[src/rtl/bclr_pkg.sv]
package bclr_pkg;

    // Sequencer states
    typedef enum logic [0:0] {
        ST_IDLE     = 1'b0,
        ST_RESOLVED = 1'b1
    } bclr_state_t;

    // Option field as decoded from the instruction (MSB first)
    typedef struct packed {
        logic ign_cond;    // [3] condition test always passes
        logic cond_sense;  // [2] required value of the chosen condition bit
        logic skip_cnt;    // [1] count is not stepped and its test passes
        logic cnt_sense;   // [0] inverts the non-zero result of the count test
    } bclr_opt_t;

    localparam int unsigned OPT_W = $bits(bclr_opt_t);

endpackage

[src/rtl/bclr_count.sv]
// Count step and zero test.
module bclr_count #(
    parameter int unsigned XLEN     = 64,
    parameter int unsigned NARROW_W = 32
) (
    input  logic [XLEN-1:0] cnt_i,
    input  logic            skip_i,
    input  logic            sense_i,
    input  logic            wide_i,
    output logic [XLEN-1:0] cnt_next_o,
    output logic            ok_o
);
    localparam logic [XLEN-1:0] ONE = XLEN'(1);

    logic lo_nz;
    logic hi_nz;
    logic tested_nz;

    always_comb begin
        cnt_next_o = skip_i ? cnt_i : (cnt_i - ONE);
    end

    assign lo_nz = |cnt_next_o[NARROW_W-1:0];

    generate
        if (NARROW_W < XLEN) begin : g_split
            assign hi_nz = |cnt_next_o[XLEN-1:NARROW_W];
        end else begin : g_flat
            assign hi_nz = 1'b0;
        end
    endgenerate

    always_comb begin
        tested_nz = lo_nz | (wide_i & hi_nz);
        ok_o      = skip_i | (tested_nz ^ sense_i);
    end

endmodule

[src/rtl/bclr_cond.sv]
// Condition-bit selection and compare.
module bclr_cond #(
    parameter int unsigned CR_W  = 32,
    parameter int unsigned SEL_W = $clog2(CR_W)
) (
    input  logic [CR_W-1:0]  cond_reg_i,
    input  logic [SEL_W-1:0] sel_i,
    input  logic             ignore_i,
    input  logic             sense_i,
    output logic             ok_o
);
    // Reversed view: index 0 is the most significant condition bit
    logic [CR_W-1:0] msb_first;
    logic            picked;

    generate
        for (genvar g = 0; g < CR_W; g++) begin : g_rev
            assign msb_first[g] = cond_reg_i[CR_W-1-g];
        end
    endgenerate

    always_comb begin
        picked = msb_first[sel_i];
        ok_o   = ignore_i | (picked == sense_i);
    end

endmodule

[src/rtl/bclr_target.sv]
// Next-address and link update.
module bclr_target #(
    parameter int unsigned XLEN       = 64,
    parameter int unsigned STEP       = 4,
    parameter int unsigned ALIGN_BITS = 2
) (
    input  logic [XLEN-1:0] pc_i,
    input  logic [XLEN-1:0] lnk_i,
    input  logic            taken_i,
    input  logic            link_i,
    output logic [XLEN-1:0] npc_o,
    output logic [XLEN-1:0] lnk_next_o
);
    localparam logic [XLEN-1:0] STEP_V = XLEN'(STEP);

    logic [XLEN-1:0] seq_pc;
    logic [XLEN-1:0] target;

    always_comb begin
        seq_pc     = pc_i + STEP_V;
        // target is taken from the link value before any write
        target     = {lnk_i[XLEN-1:ALIGN_BITS], {ALIGN_BITS{1'b0}}};
        npc_o      = taken_i ? target : seq_pc;
        lnk_next_o = link_i ? seq_pc : lnk_i;
    end

endmodule

[src/rtl/bclr_unit.sv]
module bclr_unit
    import bclr_pkg::*;
#(
    parameter int unsigned XLEN     = 64,
    parameter int unsigned CR_W     = 32,
    parameter int unsigned NARROW_W = XLEN / 2,
    parameter int unsigned STEP     = 4
) (
    input  logic                     clk,
    input  logic                     rst_n,
    input  logic                     issue_i,
    input  logic [3:0]               opt_i,
    input  logic [$clog2(CR_W)-1:0]  crsel_i,
    input  logic                     link_i,
    input  logic                     wide_i,
    input  logic [XLEN-1:0]          pc_i,
    input  logic [CR_W-1:0]          cond_reg_i,
    input  logic [XLEN-1:0]          cnt_i,
    input  logic [XLEN-1:0]          lnk_i,
    output logic [XLEN-1:0]          npc_o,
    output logic [XLEN-1:0]          cnt_o,
    output logic [XLEN-1:0]          lnk_o,
    output logic                     taken_o,
    output logic                     done_o
);
    localparam int unsigned SEL_W = $clog2(CR_W);

    bclr_opt_t       opt;
    bclr_state_t     state_q;
    bclr_state_t     state_d;

    logic            cnt_ok;
    logic            cond_ok;
    logic            taken_c;
    logic [XLEN-1:0] cnt_next;
    logic [XLEN-1:0] npc_next;
    logic [XLEN-1:0] lnk_next;

    assign opt = bclr_opt_t'(opt_i);

    bclr_count #(
        .XLEN     (XLEN),
        .NARROW_W (NARROW_W)
    ) i_count (
        .cnt_i      (cnt_i),
        .skip_i     (opt.skip_cnt),
        .sense_i    (opt.cnt_sense),
        .wide_i     (wide_i),
        .cnt_next_o (cnt_next),
        .ok_o       (cnt_ok)
    );

    bclr_cond #(
        .CR_W  (CR_W),
        .SEL_W (SEL_W)
    ) i_cond (
        .cond_reg_i (cond_reg_i),
        .sel_i      (crsel_i),
        .ignore_i   (opt.ign_cond),
        .sense_i    (opt.cond_sense),
        .ok_o       (cond_ok)
    );

    assign taken_c = cnt_ok & cond_ok;

    bclr_target #(
        .XLEN       (XLEN),
        .STEP       (STEP),
        .ALIGN_BITS (2)
    ) i_target (
        .pc_i       (pc_i),
        .lnk_i      (lnk_i),
        .taken_i    (taken_c),
        .link_i     (link_i),
        .npc_o      (npc_next),
        .lnk_next_o (lnk_next)
    );

    // Next-state logic
    always_comb begin
        state_d = state_q;
        unique case (state_q)
            ST_IDLE:     state_d = issue_i ? ST_RESOLVED : ST_IDLE;
            ST_RESOLVED: state_d = issue_i ? ST_RESOLVED : ST_IDLE;
            default:     state_d = ST_IDLE;
        endcase
    end

    // State register
    always_ff @(posedge clk or negedge rst_n) begin
        if (!rst_n) begin
            state_q <= ST_IDLE;
        end else begin
            state_q <= state_d;
        end
    end

    // Result registers: loaded only when an instruction is issued
    always_ff @(posedge clk or negedge rst_n) begin
        if (!rst_n) begin
            npc_o   <= '0;
            cnt_o   <= '0;
            lnk_o   <= '0;
            taken_o <= 1'b0;
        end else if (issue_i) begin
            npc_o   <= npc_next;
            cnt_o   <= cnt_next;
            lnk_o   <= lnk_next;
            taken_o <= taken_c;
        end
    end

    // Output decode from state
    always_comb begin
        unique case (state_q)
            ST_IDLE:     done_o = 1'b0;
            ST_RESOLVED: done_o = 1'b1;
            default:     done_o = 1'b0;
        endcase
    end

endmodule

[config.mk]
export PLATFORM = sky130hd
export DESIGN_NAME = bclr_unit
export DESIGN_NICKNAME = d
export VERILOG_FILES = /design/src/rtl/bclr_pkg.sv /design/src/rtl/bclr_count.sv /design/src/rtl/bclr_cond.sv /design/src/rtl/bclr_target.sv /design/src/rtl/bclr_unit.sv
export SDC_FILE = /design/constraint.sdc
export NUM_CORES = 1
export LEC_CHECK = 0
export CORE_AREA = 2 2 168 170
export CTS_CLUSTER_DIAMETER = 30
export CTS_CLUSTER_SIZE = 8
export DETAILED_ROUTE_END_ITERATION = 8
export DIE_AREA = 0 0 170 172
export PLACE_DENSITY = 0.77
export SETUP_SLACK_MARGIN = 0.05
export SYNTH_ARGS = -nofsm -noshare
export SYNTH_HDL_FRONTEND = slang
export SYNTH_SLANG_ARGS = --single-unit
export TNS_END_PERCENT = 100
[constraint.sdc]
create_clock -name clk -period 0.8 [get_ports clk]
set_input_delay 0.08 -clock clk [delete_from_list [all_inputs] [get_ports clk]]
set_output_delay 0.08 -clock clk [all_outputs]
set_load 0.02 [all_outputs]
==> results.json <==
{
  "fillers": 827,
  "holdWs_ns": 0.0652,
  "multi_input_comb_area_um2": 9410,
  "viasPerCell": 6.74,
  "worstHoldPathType": "input pin to register",
  "ys_warn_count": 0,
  "start_kind": "input pin",
  "dr_total_vias": 17800,
  "synth_edf_count": 0,
  "rsz0062_at_grt": "true",
  "worstPathMaxFanout": 5,
  "worstMarginPinSlew_ns": 1.41,
  "skew_ns": 0,
  "syn-num-nets": 1523,
  "die_h_um": 172,
  "max_freq_mhz": 198,
  "stdcell_area_um2": 25600,
  "place.gp.congestion": 0.952,
  "crit_path_end_kind": "register",
  "synth_area_leaders": "dfrtp_1 (42%), nor2_1 (5.8%), xnor2_1 (5.4%)",
  "avgSynthCellArea_um2": 8.94,
  "async_reset_ff_share_pct": 100,
  "register_area_um2": 4870,
  "drtIter0Drc": 2629,
  "antenna_left": 0,
  "antenna_found_initial": 16,
  "arrival_ns": 5.28,
  "ir_drop_uv": 1220,
  "ys_seq_area_share_pct": 42.3,
  "slew_headroom_pct": 4.32,
  "drv_cap": 0,
  "dieArea_um2": 29200,
  "path_class": "input pin to register",
  "period_minus_slack_ns": 5.05,
  "clock_latency_ns": 0.45,
  "cts_tree": "built",
  "drtPass1Iterations": 9,
  "drc": 0,
  "grt_pass1_wl_um": 94700,
  "synthCells": 1283,
  "final-max-slew-violation-count": 0,
  "port_buffers": 431,
  "period_share_pct": 631,
  "core_area_um2": 27500,
  "cellPowerDensity_nw_per_um2": 1440,
  "ys_types": 56,
  "area.growth.synth_to_final_pct": 123,
  "clock-sinks": 194,
  "clk_pin_slew_worst_paths_ns": 0.10,
  "yosysTopAreaCellShare_pct": 42.3,
  "violations": "setup timing",
  "grt_usage_pct": 42.6,
  "hold_violations": 0,
  "fin_nets": 2504,
  "synth-seq-cells": 194,
  "setup_violations": 382,
  "status": "complete, but fails checks",
  "cts-buffers-inserted": 17,
  "avgRoutedWirePerCell_um": 31.9,
  "top_level_ports": 432,
  "rows": 61,
  "grt_max_degree": 48,
  "ctsRootBufferMaster": "clkbuf_16",
  "power.leakage_nw": 11.6,
  "initial_utilization_pct": 41.7,
  "first_global_vias": 16600,
  "synth-main-ff-cell": "dfrtp_1",
  "syn_area_um2": 11500,
  "gr-total-overflow": 0,
  "clockBufferDepth": 2,
  "finalWorstSetupSlack_ns": -4.25,
  "drive_gt1_share_pct": 59.2,
  "synth_top_cell_by_area": "dfrtp_1",
  "crit_required_ns": 1.04,
  "post_dp_cell_area_um2": 19500,
  "wl_um": 84100,
  "htree_levels": 4,
  "hpwl_um": 38100,
  "die_x_um": 170
}
## flip-flops by register name (all words and copies together), names as in the netlist
signal,count
cnt_o,64
npc_o,64
state_q,1
taken_o,1
lnk_o,64
## layer usage
| metal | vias to the layer above | GRT usage, % | wire length, um |
|---|---|---|---|
| li1 | 6539 | - | - |
| met1 | 8307 | 45.6 | 25000 |
| met2 | 1974 | 74.0 | 36600 |
| met3 | 915 | 10.1 | 11600 |
| met4 | 25 | 31.6 | 10400 |
| met5 | - | 0 | 470 |
## logic make-up after synthesis
group / after synthesis / synth area share, %
mux: 74 / 7.99
fa+ha+maj: 2 / 0.218
simple gates: 564 / 23.8
flops: 194 / 42.3
buf+inv: 127 / 4.47
compound gates: 205 / 12.2
xor+xnor: 117 / 8.93
## synth_stat cells (all sizes together) (3+ instances only)
master,instances
nor2b,3
clkbuf,65
o21ai,21
nand3,87
dfrtp,194
o311ai,23
nor3,44
and3,22
mux2i,24
or4,6
inv,43
or3,11
a21o,18
xnor2,71
o31ai,3
mux4,10
nor4,44
and4,8
and2,3
nand2,116
a211oi,18
buf,18
or2,7
a21oi,69
nor2,176
o21a,3
xor2,46
o221ai,30
a211o,8
nand4,21
o31a,4
mux2,40
nand4b,5
## placed cells by master, fill, tap and decap left out, types with 32 or more instances in the layout
master | synthesis | routed
nand3_1 | 87 | 48
inv_1 | 43 | 41
a21oi_2 | 0 | 36
nor4_4 | 1 | 33
nand2_1 | 116 | 99
buf_4 | 8 | 459
mux2_4 | 0 | 32
xnor2_2 | 0 | 52
nor2_1 | 176 | 129
dfrtp_1 | 194 | 184
nor2_4 | 0 | 38
clkdlybuf4s50_1 | 0 | 149
buf_6 | 0 | 330
## path summary, 6_finish.rpt
| check | endpoint | slack (ns) | depth (start not counted) | startpoint |
|---|---|---|---|---|
| max | npc_o[40] | -4.25 | 17 | cnt_i[15] |
| max in group asynchronous | lnk_o[53] | 0.10 | 3 | rst_n |
| min in group asynchronous | npc_o[62] | 0.15 | 2 | rst_n |
| min reg2reg | lnk_o[50] | 0.52 | 1 | lnk_o[50] |
| min | cnt_o[43] | 0.07 | 3 | issue_i |
| max reg2reg | npc_o[40] | -0.57 | 3 | npc_o[40] |
## cell type report
class,count,area share (%)
Tap cell,346,1.69
Inverter,44,0.761
Antenna cell,11,0.107
Clock buffer,18,1.67
Clock inverter,14,0.654
Multi-Input combinational cell,962,36.7
Sequential cell,194,19.0
Timing Repair Buffer,1045,39.4
## through the flow
stage	instances	setup TNS (ns)	worst slack [ns]	utilization, %	total power [W]
floorplan	1283	-281.63	-2.85	-	0.0161
global placement	2348	-457.13	-3.49	70.9	0.0222
detailed placement	2348	-467.18	-3.57	70.9	0.0225
CTS	2533	-319.68	-2.81	86.3	0.0337
global route	2627	-403.84	-4.22	93.2	0.0377
finish	2634	-388.85	-4.25	93.3	0.0369
## power by group
part           internal, W  switching, W
sequential          0.0110       0.00145
clock              0.00450       0.00499
combinational      0.00748       0.00753
total               0.0230        0.0140
## critical path, cell delays in order
cell      delay (ns)
buf_6           0.10
or4_4           0.55
or4_4           0.61
buf_12          0.16
buf_6           0.12
nor4_4          0.30
xor2_1          0.16
nor3_2          0.23
nand4_1         0.36
nor4_4          0.48
and4_1          0.31
nor4_4          0.08
buf_12          0.16
buf_8           0.13
buf_12          0.14
buf_16          0.13
o311ai_1        1.15
## timing repair
item	CTS	global route
hold buffers	1	0
cloned	7	1
pin swaps	217	181
buffers inserted	158	124
endpoints found under the setup margin	385	385
endpoints found under the hold margin	194	0
gates resized for setup	1758	292
No activity file was read; power rests on OpenSTA's default activity.
